==> src/rtl/rectfill_pkg.sv <==
package rectfill_pkg;

  localparam int PIX_W     = 32;
  localparam int REG_SEL_W = 3;

  localparam logic [7:0] OP_RECT = 8'h08;
  localparam logic [7:0] ROP_NEW = 8'h83;
  localparam logic [7:0] ROP_OLD = 8'h85;
  localparam logic [7:0] ROP_XOR = 8'h86;

  typedef enum logic [REG_SEL_W-1:0] {
    SEL_OPCODE = 3'd0,
    SEL_COLOR  = 3'd1,
    SEL_ROP    = 3'd2,
    SEL_TOPY   = 3'd3,
    SEL_LEFTX  = 3'd4,
    SEL_HEIGHT = 3'd5,
    SEL_WIDTH  = 3'd6
  } regSel_e;

  typedef enum logic [1:0] {
    ST_IDLE  = 2'd0,
    ST_READ  = 2'd1,
    ST_WRITE = 2'd2
  } fillState_e;

  // control -> datapath strobes
  typedef struct packed {
    logic load;     // latch setup, reset walk counters
    logic capture;  // take read data
    logic advance;  // step to next pixel
    logic active;   // a request is on the port
  } fillStrobes_t;

  function automatic logic ropNeedsOld(input logic [7:0] rop);
    return (rop == ROP_OLD) || (rop == ROP_XOR);
  endfunction

  function automatic logic [PIX_W-1:0] applyRop(input logic [7:0] rop,
                                                input logic [PIX_W-1:0] newPix,
                                                input logic [PIX_W-1:0] oldPix);
    case (rop)
      ROP_OLD: return oldPix;
      ROP_XOR: return newPix ^ oldPix;
      default: return newPix;
    endcase
  endfunction

endpackage

==> src/rtl/rectfill_datapath.sv <==
module rectfill_datapath
  import rectfill_pkg::*;
#(
  parameter int COORD_W    = 12,
  parameter int ADDR_W     = 24,
  parameter int LINE_PITCH = 2048
) (
  input  logic                 clk,
  input  logic                 rstN,
  input  logic                 hostWrEn,
  input  logic [REG_SEL_W-1:0] hostAddr,
  input  logic [PIX_W-1:0]     hostWrData,
  input  fillStrobes_t         strobe,
  input  logic                 fillIdle,
  input  logic                 memReady,
  input  logic [PIX_W-1:0]     memRdata,
  output logic                 startGo,
  output logic                 startNeedsRead,
  output logic                 needReadLat,
  output logic                 lastPixel,
  output logic [ADDR_W-1:0]    memAddr,
  output logic [PIX_W-1:0]     memWdata
);

  localparam logic [COORD_W-1:0] ONE = COORD_W'(1);

  // host-visible setup registers
  logic [7:0]         opReg, ropReg;
  logic [PIX_W-1:0]   colorReg;
  logic [COORD_W-1:0] topReg, leftReg, heightReg, widthReg;

  // latched fill setup and walk state
  logic [7:0]         ropLat;
  logic [PIX_W-1:0]   colorLat, oldPix;
  logic [COORD_W-1:0] wLat, hLat, colCnt, rowCnt;
  logic [ADDR_W-1:0]  rowAddr;

  logic widthWrite;
  logic [COORD_W-1:0] newWidth;

  assign widthWrite = hostWrEn && (hostAddr == SEL_WIDTH);
  assign newWidth   = hostWrData[COORD_W-1:0];

  assign startGo = widthWrite && fillIdle && (opReg == OP_RECT)
                   && (newWidth != '0) && (heightReg != '0);
  assign startNeedsRead = ropNeedsOld(ropReg);
  assign needReadLat    = ropNeedsOld(ropLat);

  assign lastPixel = (colCnt == wLat - ONE) && (rowCnt == hLat - ONE);
  assign memAddr   = rowAddr + ADDR_W'(colCnt);
  assign memWdata  = applyRop(ropLat, colorLat, oldPix);

  always_ff @(posedge clk) begin
    if (!rstN) begin
      opReg     <= '0;
      ropReg    <= ROP_NEW;
      colorReg  <= '0;
      topReg    <= '0;
      leftReg   <= '0;
      heightReg <= '0;
      widthReg  <= '0;
    end else if (hostWrEn) begin
      case (hostAddr)
        SEL_OPCODE: opReg     <= hostWrData[7:0];
        SEL_COLOR:  colorReg  <= hostWrData;
        SEL_ROP:    ropReg    <= hostWrData[7:0];
        SEL_TOPY:   topReg    <= hostWrData[COORD_W-1:0];
        SEL_LEFTX:  leftReg   <= hostWrData[COORD_W-1:0];
        SEL_HEIGHT: heightReg <= hostWrData[COORD_W-1:0];
        SEL_WIDTH:  widthReg  <= newWidth;
        default: ;
      endcase
    end
  end

  always_ff @(posedge clk) begin
    if (!rstN) begin
      ropLat   <= ROP_NEW;
      colorLat <= '0;
      oldPix   <= '0;
      wLat     <= '0;
      hLat     <= '0;
      colCnt   <= '0;
      rowCnt   <= '0;
      rowAddr  <= '0;
    end else begin
      if (strobe.load) begin
        ropLat   <= ropReg;
        colorLat <= colorReg;
        wLat     <= newWidth;
        hLat     <= heightReg;
        colCnt   <= '0;
        rowCnt   <= '0;
        rowAddr  <= ADDR_W'(topReg) * ADDR_W'(LINE_PITCH) + ADDR_W'(leftReg);
      end else if (strobe.advance) begin
        if (colCnt == wLat - ONE) begin
          colCnt  <= '0;
          rowCnt  <= rowCnt + ONE;
          rowAddr <= rowAddr + ADDR_W'(LINE_PITCH);
        end else begin
          colCnt <= colCnt + ONE;
        end
      end
      if (strobe.capture) oldPix <= memRdata;
    end
  end

  AST_REQ_DATA_HELD: assert property (@(posedge clk) disable iff (!rstN)
    strobe.active && !memReady |=> $stable(memAddr) && $stable(memWdata));
  AST_WALK_IN_RECT: assert property (@(posedge clk) disable iff (!rstN)
    strobe.active |-> (colCnt < wLat) && (rowCnt < hLat));
  AST_ZERO_SIZE_IDLE: assert property (@(posedge clk) disable iff (!rstN)
    widthWrite && fillIdle && (newWidth == '0) |=> fillIdle);

endmodule

==> src/rtl/rectfill_ctrl.sv <==
module rectfill_ctrl
  import rectfill_pkg::*;
(
  input  logic         clk,
  input  logic         rstN,
  input  logic         startGo,
  input  logic         startNeedsRead,
  input  logic         needReadLat,
  input  logic         lastPixel,
  input  logic         memReady,
  output fillStrobes_t strobe,
  output logic         fillIdle,
  output logic         memValid,
  output logic         memWe,
  output logic         busy
);

  fillState_e stateQ, stateD;

  always_comb begin
    stateD = stateQ;
    case (stateQ)
      ST_IDLE:  if (startGo) stateD = startNeedsRead ? ST_READ : ST_WRITE;
      ST_READ:  if (memReady) stateD = ST_WRITE;
      ST_WRITE: if (memReady) begin
                  if (lastPixel)        stateD = ST_IDLE;
                  else if (needReadLat) stateD = ST_READ;
                  else                  stateD = ST_WRITE;
                end
      default:  stateD = ST_IDLE;
    endcase
  end

  always_ff @(posedge clk) begin
    if (!rstN) stateQ <= ST_IDLE;
    else       stateQ <= stateD;
  end

  assign fillIdle       = (stateQ == ST_IDLE);
  assign strobe.load    = fillIdle && startGo;
  assign strobe.active  = !fillIdle;
  assign strobe.capture = (stateQ == ST_READ) && memReady;
  assign strobe.advance = (stateQ == ST_WRITE) && memReady;

  assign memValid = !fillIdle;
  assign memWe    = (stateQ == ST_WRITE);
  assign busy     = !fillIdle;

  AST_REQ_HELD: assert property (@(posedge clk) disable iff (!rstN)
    memValid && !memReady |=> memValid && (memWe == $past(memWe)));
  AST_READ_THEN_WRITE: assert property (@(posedge clk) disable iff (!rstN)
    memValid && memReady && !memWe |=> memValid && memWe);
  AST_COPY_NO_READ: assert property (@(posedge clk) disable iff (!rstN)
    memValid && !needReadLat |-> memWe);
  AST_START_BUSY: assert property (@(posedge clk) disable iff (!rstN)
    fillIdle && startGo |=> busy);

endmodule

==> src/rtl/rectFillEngine.sv <==
module rectFillEngine
  import rectfill_pkg::*;
#(
  parameter int COORD_W    = 12,
  parameter int ADDR_W     = 24,
  parameter int LINE_PITCH = 2048
) (
  input  logic                 clk,
  input  logic                 rstN,
  input  logic                 hostWrEn,
  input  logic [REG_SEL_W-1:0] hostAddr,
  input  logic [PIX_W-1:0]     hostWrData,
  output logic                 busy,
  output logic                 memValid,
  output logic                 memWe,
  output logic [ADDR_W-1:0]    memAddr,
  output logic [PIX_W-1:0]     memWdata,
  input  logic [PIX_W-1:0]     memRdata,
  input  logic                 memReady
);

  fillStrobes_t strobe;
  logic fillIdle, startGo, startNeedsRead, needReadLat, lastPixel;

  rectfill_ctrl u_ctrl (
    .clk            (clk),
    .rstN           (rstN),
    .startGo        (startGo),
    .startNeedsRead (startNeedsRead),
    .needReadLat    (needReadLat),
    .lastPixel      (lastPixel),
    .memReady       (memReady),
    .strobe         (strobe),
    .fillIdle       (fillIdle),
    .memValid       (memValid),
    .memWe          (memWe),
    .busy           (busy)
  );

  rectfill_datapath #(
    .COORD_W    (COORD_W),
    .ADDR_W     (ADDR_W),
    .LINE_PITCH (LINE_PITCH)
  ) u_dp (
    .clk            (clk),
    .rstN           (rstN),
    .hostWrEn       (hostWrEn),
    .hostAddr       (hostAddr),
    .hostWrData     (hostWrData),
    .strobe         (strobe),
    .fillIdle       (fillIdle),
    .memReady       (memReady),
    .memRdata       (memRdata),
    .startGo        (startGo),
    .startNeedsRead (startNeedsRead),
    .needReadLat    (needReadLat),
    .lastPixel      (lastPixel),
    .memAddr        (memAddr),
    .memWdata       (memWdata)
  );

endmodule

==> config.mk <==
export PLATFORM = sky130hd
export DESIGN_NAME = rectFillEngine
export DESIGN_NICKNAME = d
export VERILOG_FILES = /design/src/rtl/rectfill_pkg.sv /design/src/rtl/rectfill_datapath.sv /design/src/rtl/rectfill_ctrl.sv /design/src/rtl/rectFillEngine.sv
export SDC_FILE = /design/constraint.sdc
export NUM_CORES = 1
export LEC_CHECK = 0
export BUFFER_PORTS_ARGS = -buffer_cell sky130_fd_sc_hd__clkbuf_2
export CORE_AREA = 2 2 143 145
export CTS_CLUSTER_DIAMETER = 100
export DETAILED_ROUTE_END_ITERATION = 8
export DIE_AREA = 0 0 145 147
export PLACE_DENSITY = 0.81
export SETUP_SLACK_MARGIN = 0.02
export SLEW_MARGIN = 10
export SYNTH_ARGS = -nofsm -noshare
export SYNTH_HDL_FRONTEND = slang
export SYNTH_HIERARCHICAL = 1
export SYNTH_SLANG_ARGS = --single-unit
==> constraint.sdc <==
create_clock -name clk -period 5.76 [get_ports clk]
set_input_delay 0.864 -clock clk [delete_from_list [all_inputs] [get_ports clk]]
set_output_delay 0.864 -clock clk [all_outputs]
set_load 0.005 [all_outputs]
Word level (Yosys, flattened, before mapping)
Cells that the tools add are included.
{"block": "op_classes", "eq_ne": 18, "n_reduce_logical": 28, "n_addsub": 7, "n_bitwise": 2, "mux": 12}
{"operator": "2-to-1 mux 24 bit", "count": 3}
{"operator": "case mux 32 bit (2 select lines)", "count": 1}
{"operator": "== test 8 bit (second input constant)", "count": 4}
{"operator": "bitwise XOR 32 bit", "count": 1}
{"operator": "adder 12 x 1 -> 12 bit (second input constant)", "count": 2}
{"operator": "adder 23 x 12 -> 24 bit", "count": 1}
{"operator": "adder 24 x 12 -> 24 bit", "count": 1}
{"operator": "adder 24 x 12 -> 24 bit (second input constant)", "count": 1}
{"operator": "== test 12 bit", "count": 2}
{"operator": "nonzero test 12 bit", "count": 2}
{"operator": "subtractor 12 x 1 -> 12 bit (second input constant)", "count": 2}
{"operator": "AND reduction 2 bit", "count": 8}
{"operator": "2-to-1 mux 12 bit", "count": 1}
{"operator": "2-to-1 mux 2 bit", "count": 6}
{"operator": "== test 3 bit (second input constant)", "count": 3}
{"operator": "logical AND 1 bit", "count": 9}
{"operator": "== test 8 x 4 -> 1 bit (second input constant)", "count": 1}
{"operator": "== test 3 x 2 -> 1 bit (second input constant)", "count": 2}
{"operator": "case mux 2 bit (3 select lines)", "count": 1}
{"operator": "inequality test 2 x 1 -> 1 bit (second input constant)", "count": 2}
{"operator": "nonzero test 2 bit", "count": 2}
{"operator": "== test 3 x 1 -> 1 bit (second input constant)", "count": 1}
{"operator": "zero test 3 bit", "count": 1}
{"operator": "AND reduction 3 bit", "count": 1}
{"operator": "8 further kinds", "count": 9}
{"block": "word_totals", "elab_cells": 82, "reg_bits": 230, "output_inout_bits": 59}

Longest topological paths before layout
{"block": "logic_depth", "ltp_word": 9, "depth_mapped": 13, "depth_no_buf": 12}

Cells and area by module
Netlist, hierarchy kept.
{"module": "rectfill_datapath", "area_per_inst_um2": 11642.4, "cells_each": 1373, "instances": 1}
{"module": "rectfill_ctrl", "area_per_inst_um2": 150.1, "cells_each": 20, "instances": 1}

Worst setup path before layout
OpenSTA, ideal clock, no wires.
{"block": "synth_timing", "path_type": "flip-flop to output port", "start": "register u_dp.ropLat[4]", "end": "output memWdata[13]", "stages_incl_launch_ff": 9, "arrival_time_ns": 2.295, "required_time_ns": 4.896, "slack_ns": 2.601, "path_cell_list": "dfxtp_1 -> or4b_2 -> nor3b_1 -> and3b_1 -> clkbuf_1 -> clkbuf_1 -> clkbuf_1 -> o21ai_0 -> a21oi_1"}
{"block": "synth_between", "elab_chain_cells": 2, "word_cells_on_any_way": 3, "classes_between": "eq/ne: 2; mux: 1"}
{"element": "start, declared", "line": "rectfill_datapath.sv:33", "rtl": "logic [7:0] ropLat;"}
{"element": "start signal, assigned", "line": "rectfill_datapath.sv:88", "rtl": "ropLat <= ropReg;"}
{"element": "== test 8 bit", "line": "rectfill_pkg.sv:42", "rtl": "case (rop)"}
{"element": "case mux 32 bit (2 select lines) *", "line": "rectfill_pkg.sv:42"}
{"element": "end, declared", "line": "rectFillEngine.sv:17", "rtl": "output logic [PIX_W-1:0] memWdata,"}
Mark *: on every way between the ends. The rest lies on a longest branch, timed or not.

Worst setup path in the final report
{"block": "layout_timing", "start": "register u_dp.ropLat[4]", "end": "output memWdata[26]"}
The elaborated chain is that of the path after synthesis.

==> results.md <==
- Status: finished clean
- Clock Sinks: 230
- Cell Area, Synth: 11,800 um2
- Clk Tree Root Cell: clkbuf_16
- DIE HEIGHT: 147 um
- Logic gate share of total power: 3.6%
- Final setup TNS: 0 ns
- Seq pwr share: 47.2%
- Kind of critical path: register to primary output
- Fin. max-slew vios: 0
- Post-layout minimum cycle time: 4.57 ns
- Final #Nets: 1,559
- Final setup fails: 0
- Peak Freq: 219 MHz
- Synth-to-Final Area Change: 13.5%
- Power density over the cells: 256 nW/um2
- Worst min path class: register to register
- DR WL/cell: 16.7 um
- Critical path arrival: 3.71 ns
- Syn Inst Count: 1,392
- Largest net degree at the start of global routing: 145
- Setup slack after layout: 1.19 ns
- Commonest non-fill, non-tap cell in the layout: dfxtp_1
- Initial Utilization: 59.4%
- Resize count post-CTS: 0
- Detailed Place HPWL: between 15,000 and 20,000 um
- Num CTS Buffers: 23
- 1st-pass router iterations: 8
- Worst path slowest cell: nand3b_1
- Postcts setup bufs: 0
- Maxcap violations: 0
- CTS H-tree depth: 1
- Final hold vios: 0
- Die ar.: 21,300 um2
- RSZ-0062 raised after global routing: false
- Worst-path maximum fanout: 27
- Width of the die: 145 um
- # rows: 52
- Share of layout cells above drive strength 1: 13.2%
- First-pass GRT wire length: ~48,000 um
- Initial antenna violation count: 0
- Startpoint type of the worst setup path: register
- Worst rel slew slack: 26.6%
- Crit-path cells: or4b_2, nor3b_1, nand3b_1, nand2_1, a21oi_1, a311oi_1, clkbuf_2
- # hold bufs at CTS: 0
- Pleak: 4.72 nW
- Worst-path clk slew: 0.07 ns
- Post-DP Area: ~13,000 um2
- Critical Path RT: 4.90 ns
- Initial DRC Count: 664
- Reg2Reg Launch Point: u_dp/wLat[6]
- Hold_sp: u_dp/colorReg[18]
- CP max stage delay: 0.71 ns
- Number of diodes: 0
- WHS: 0.466 ns
- Crit end category: primary output
- Vias per cell: 5.76
- CTS Buffer Depth: 3
- Post-Syn Nets: 1,483
- Drt total wl: about 29,000 um
- GR Util All Layers: 26.7%
- RD Place Congestion: 0.861
- DRC viols: 0
- I/O Buffers: about 130
- Post-route ant nets: 0
- Peak VDD IR: 0.289 mV
- Core Area: 19,800 um2
- Total gr overflow: 0
- Dpl ws: 1.80 ns
- CTS tree: built
- Clk_lat worst skew: 0.53 ns
- Syn. warnings: 6
- Vias in the first global route: about 9,400
- Period Utilization, post-route: about four fifths
- Pint: around 0.0027 W
- Worst Clk Skew: 0.0159 ns
- Worst slew pin tran: 1.09 ns
- Vias: 10,100
- I/O pin count: 130
- Net Sw Frac: 21.3%
- Average instance area after synthesis: roughly 8.5 um2
- Crit. Startpoint: u_dp/ropLat[4]
- Most frequent cells in the layout: dfxtp_1, nand2_1, clkbuf_2, mux2i_1, nor2b_1
- Net Sw Power: around 0.00073 W
- Final Cell Area: about 13,000 um2
- Clk pwr share: 49.3%
- Total power: 0.00342 W
==> cell type report <==
cell class	instances	area (um2)
Inverter	26	97.6
Timing Repair Buffer	136	713
Clock inverter	12	198
Fill cell	1609	6470
Clock buffer	30	662
Sequential cell	230	4600
Multi-Input combinational cell	1051	6760
Tap cell	270	338
==> flip-flops by register name (all words and copies together), names as in the netlist <==
signal	flops
u_dp/topReg	12
u_dp/heightReg	12
u_dp/colorReg	32
u_ctrl/stateQ	2
u_dp/leftReg	12
u_dp/ropReg	8
u_dp/colCnt	12
u_dp/ropLat	8
u_dp/oldPix	32
u_dp/rowAddr	24
u_dp/hLat	12
u_dp/wLat	12
u_dp/opReg	8
u_dp/colorLat	32
u_dp/rowCnt	12
==> routing by layer <==
layer  global-route usage (%)  up-vias  wire (um)
met5                        0        -          0
met1                     33.8     4746      12700
li1                         -     4974          -
met3                     4.25       61       1770
met2                     47.2      321      14200
met4                     8.02        0        694
==> metrics by stage <==
stage / cells / util, %
2_1_floorplan: 1392 / -
3_3_place_gp: 1713 / 63.1
3_5_place_dp: 1713 / 63.1
4_1_cts: 1755 / 67.4
5_1_grt: 1755 / 67.4
6_report: 1755 / 67.4
==> power by group through the flow <==
stage	registers (W)	clock network [W]	logic, W
6_report	0.00161	0.00168	0.000122
3_5_place_dp	0.00165	0	0.000121
2_1_floorplan	0.00164	0	0.0000713
3_3_place_gp	0.00165	0	0.000120
4_1_cts	0.00161	0.00170	0.000122
5_1_grt	0.00161	0.00177	0.000132
==> path summary, 6_finish.rpt <==
kind | end | slack [ns] | depth (start not counted)
worst max-delay path | memWdata[26] | 1.19 | 7
worst min-delay path | u_dp/colorReg[18] | 0.47 | 2
worst max register to register | u_ctrl/stateQ[1] | 2.17 | 8
worst min register to register | u_dp/colorReg[18] | 0.47 | 2
==> critical path, delay by kind of cell, from the launching register on <==
kind            cells  cell delay (ns)
simple gates        4             2.31
flops               1             0.32
compound gates      2             0.39
buf+inv             1             0.15
No activity file was read; power rests on OpenSTA's default activity.
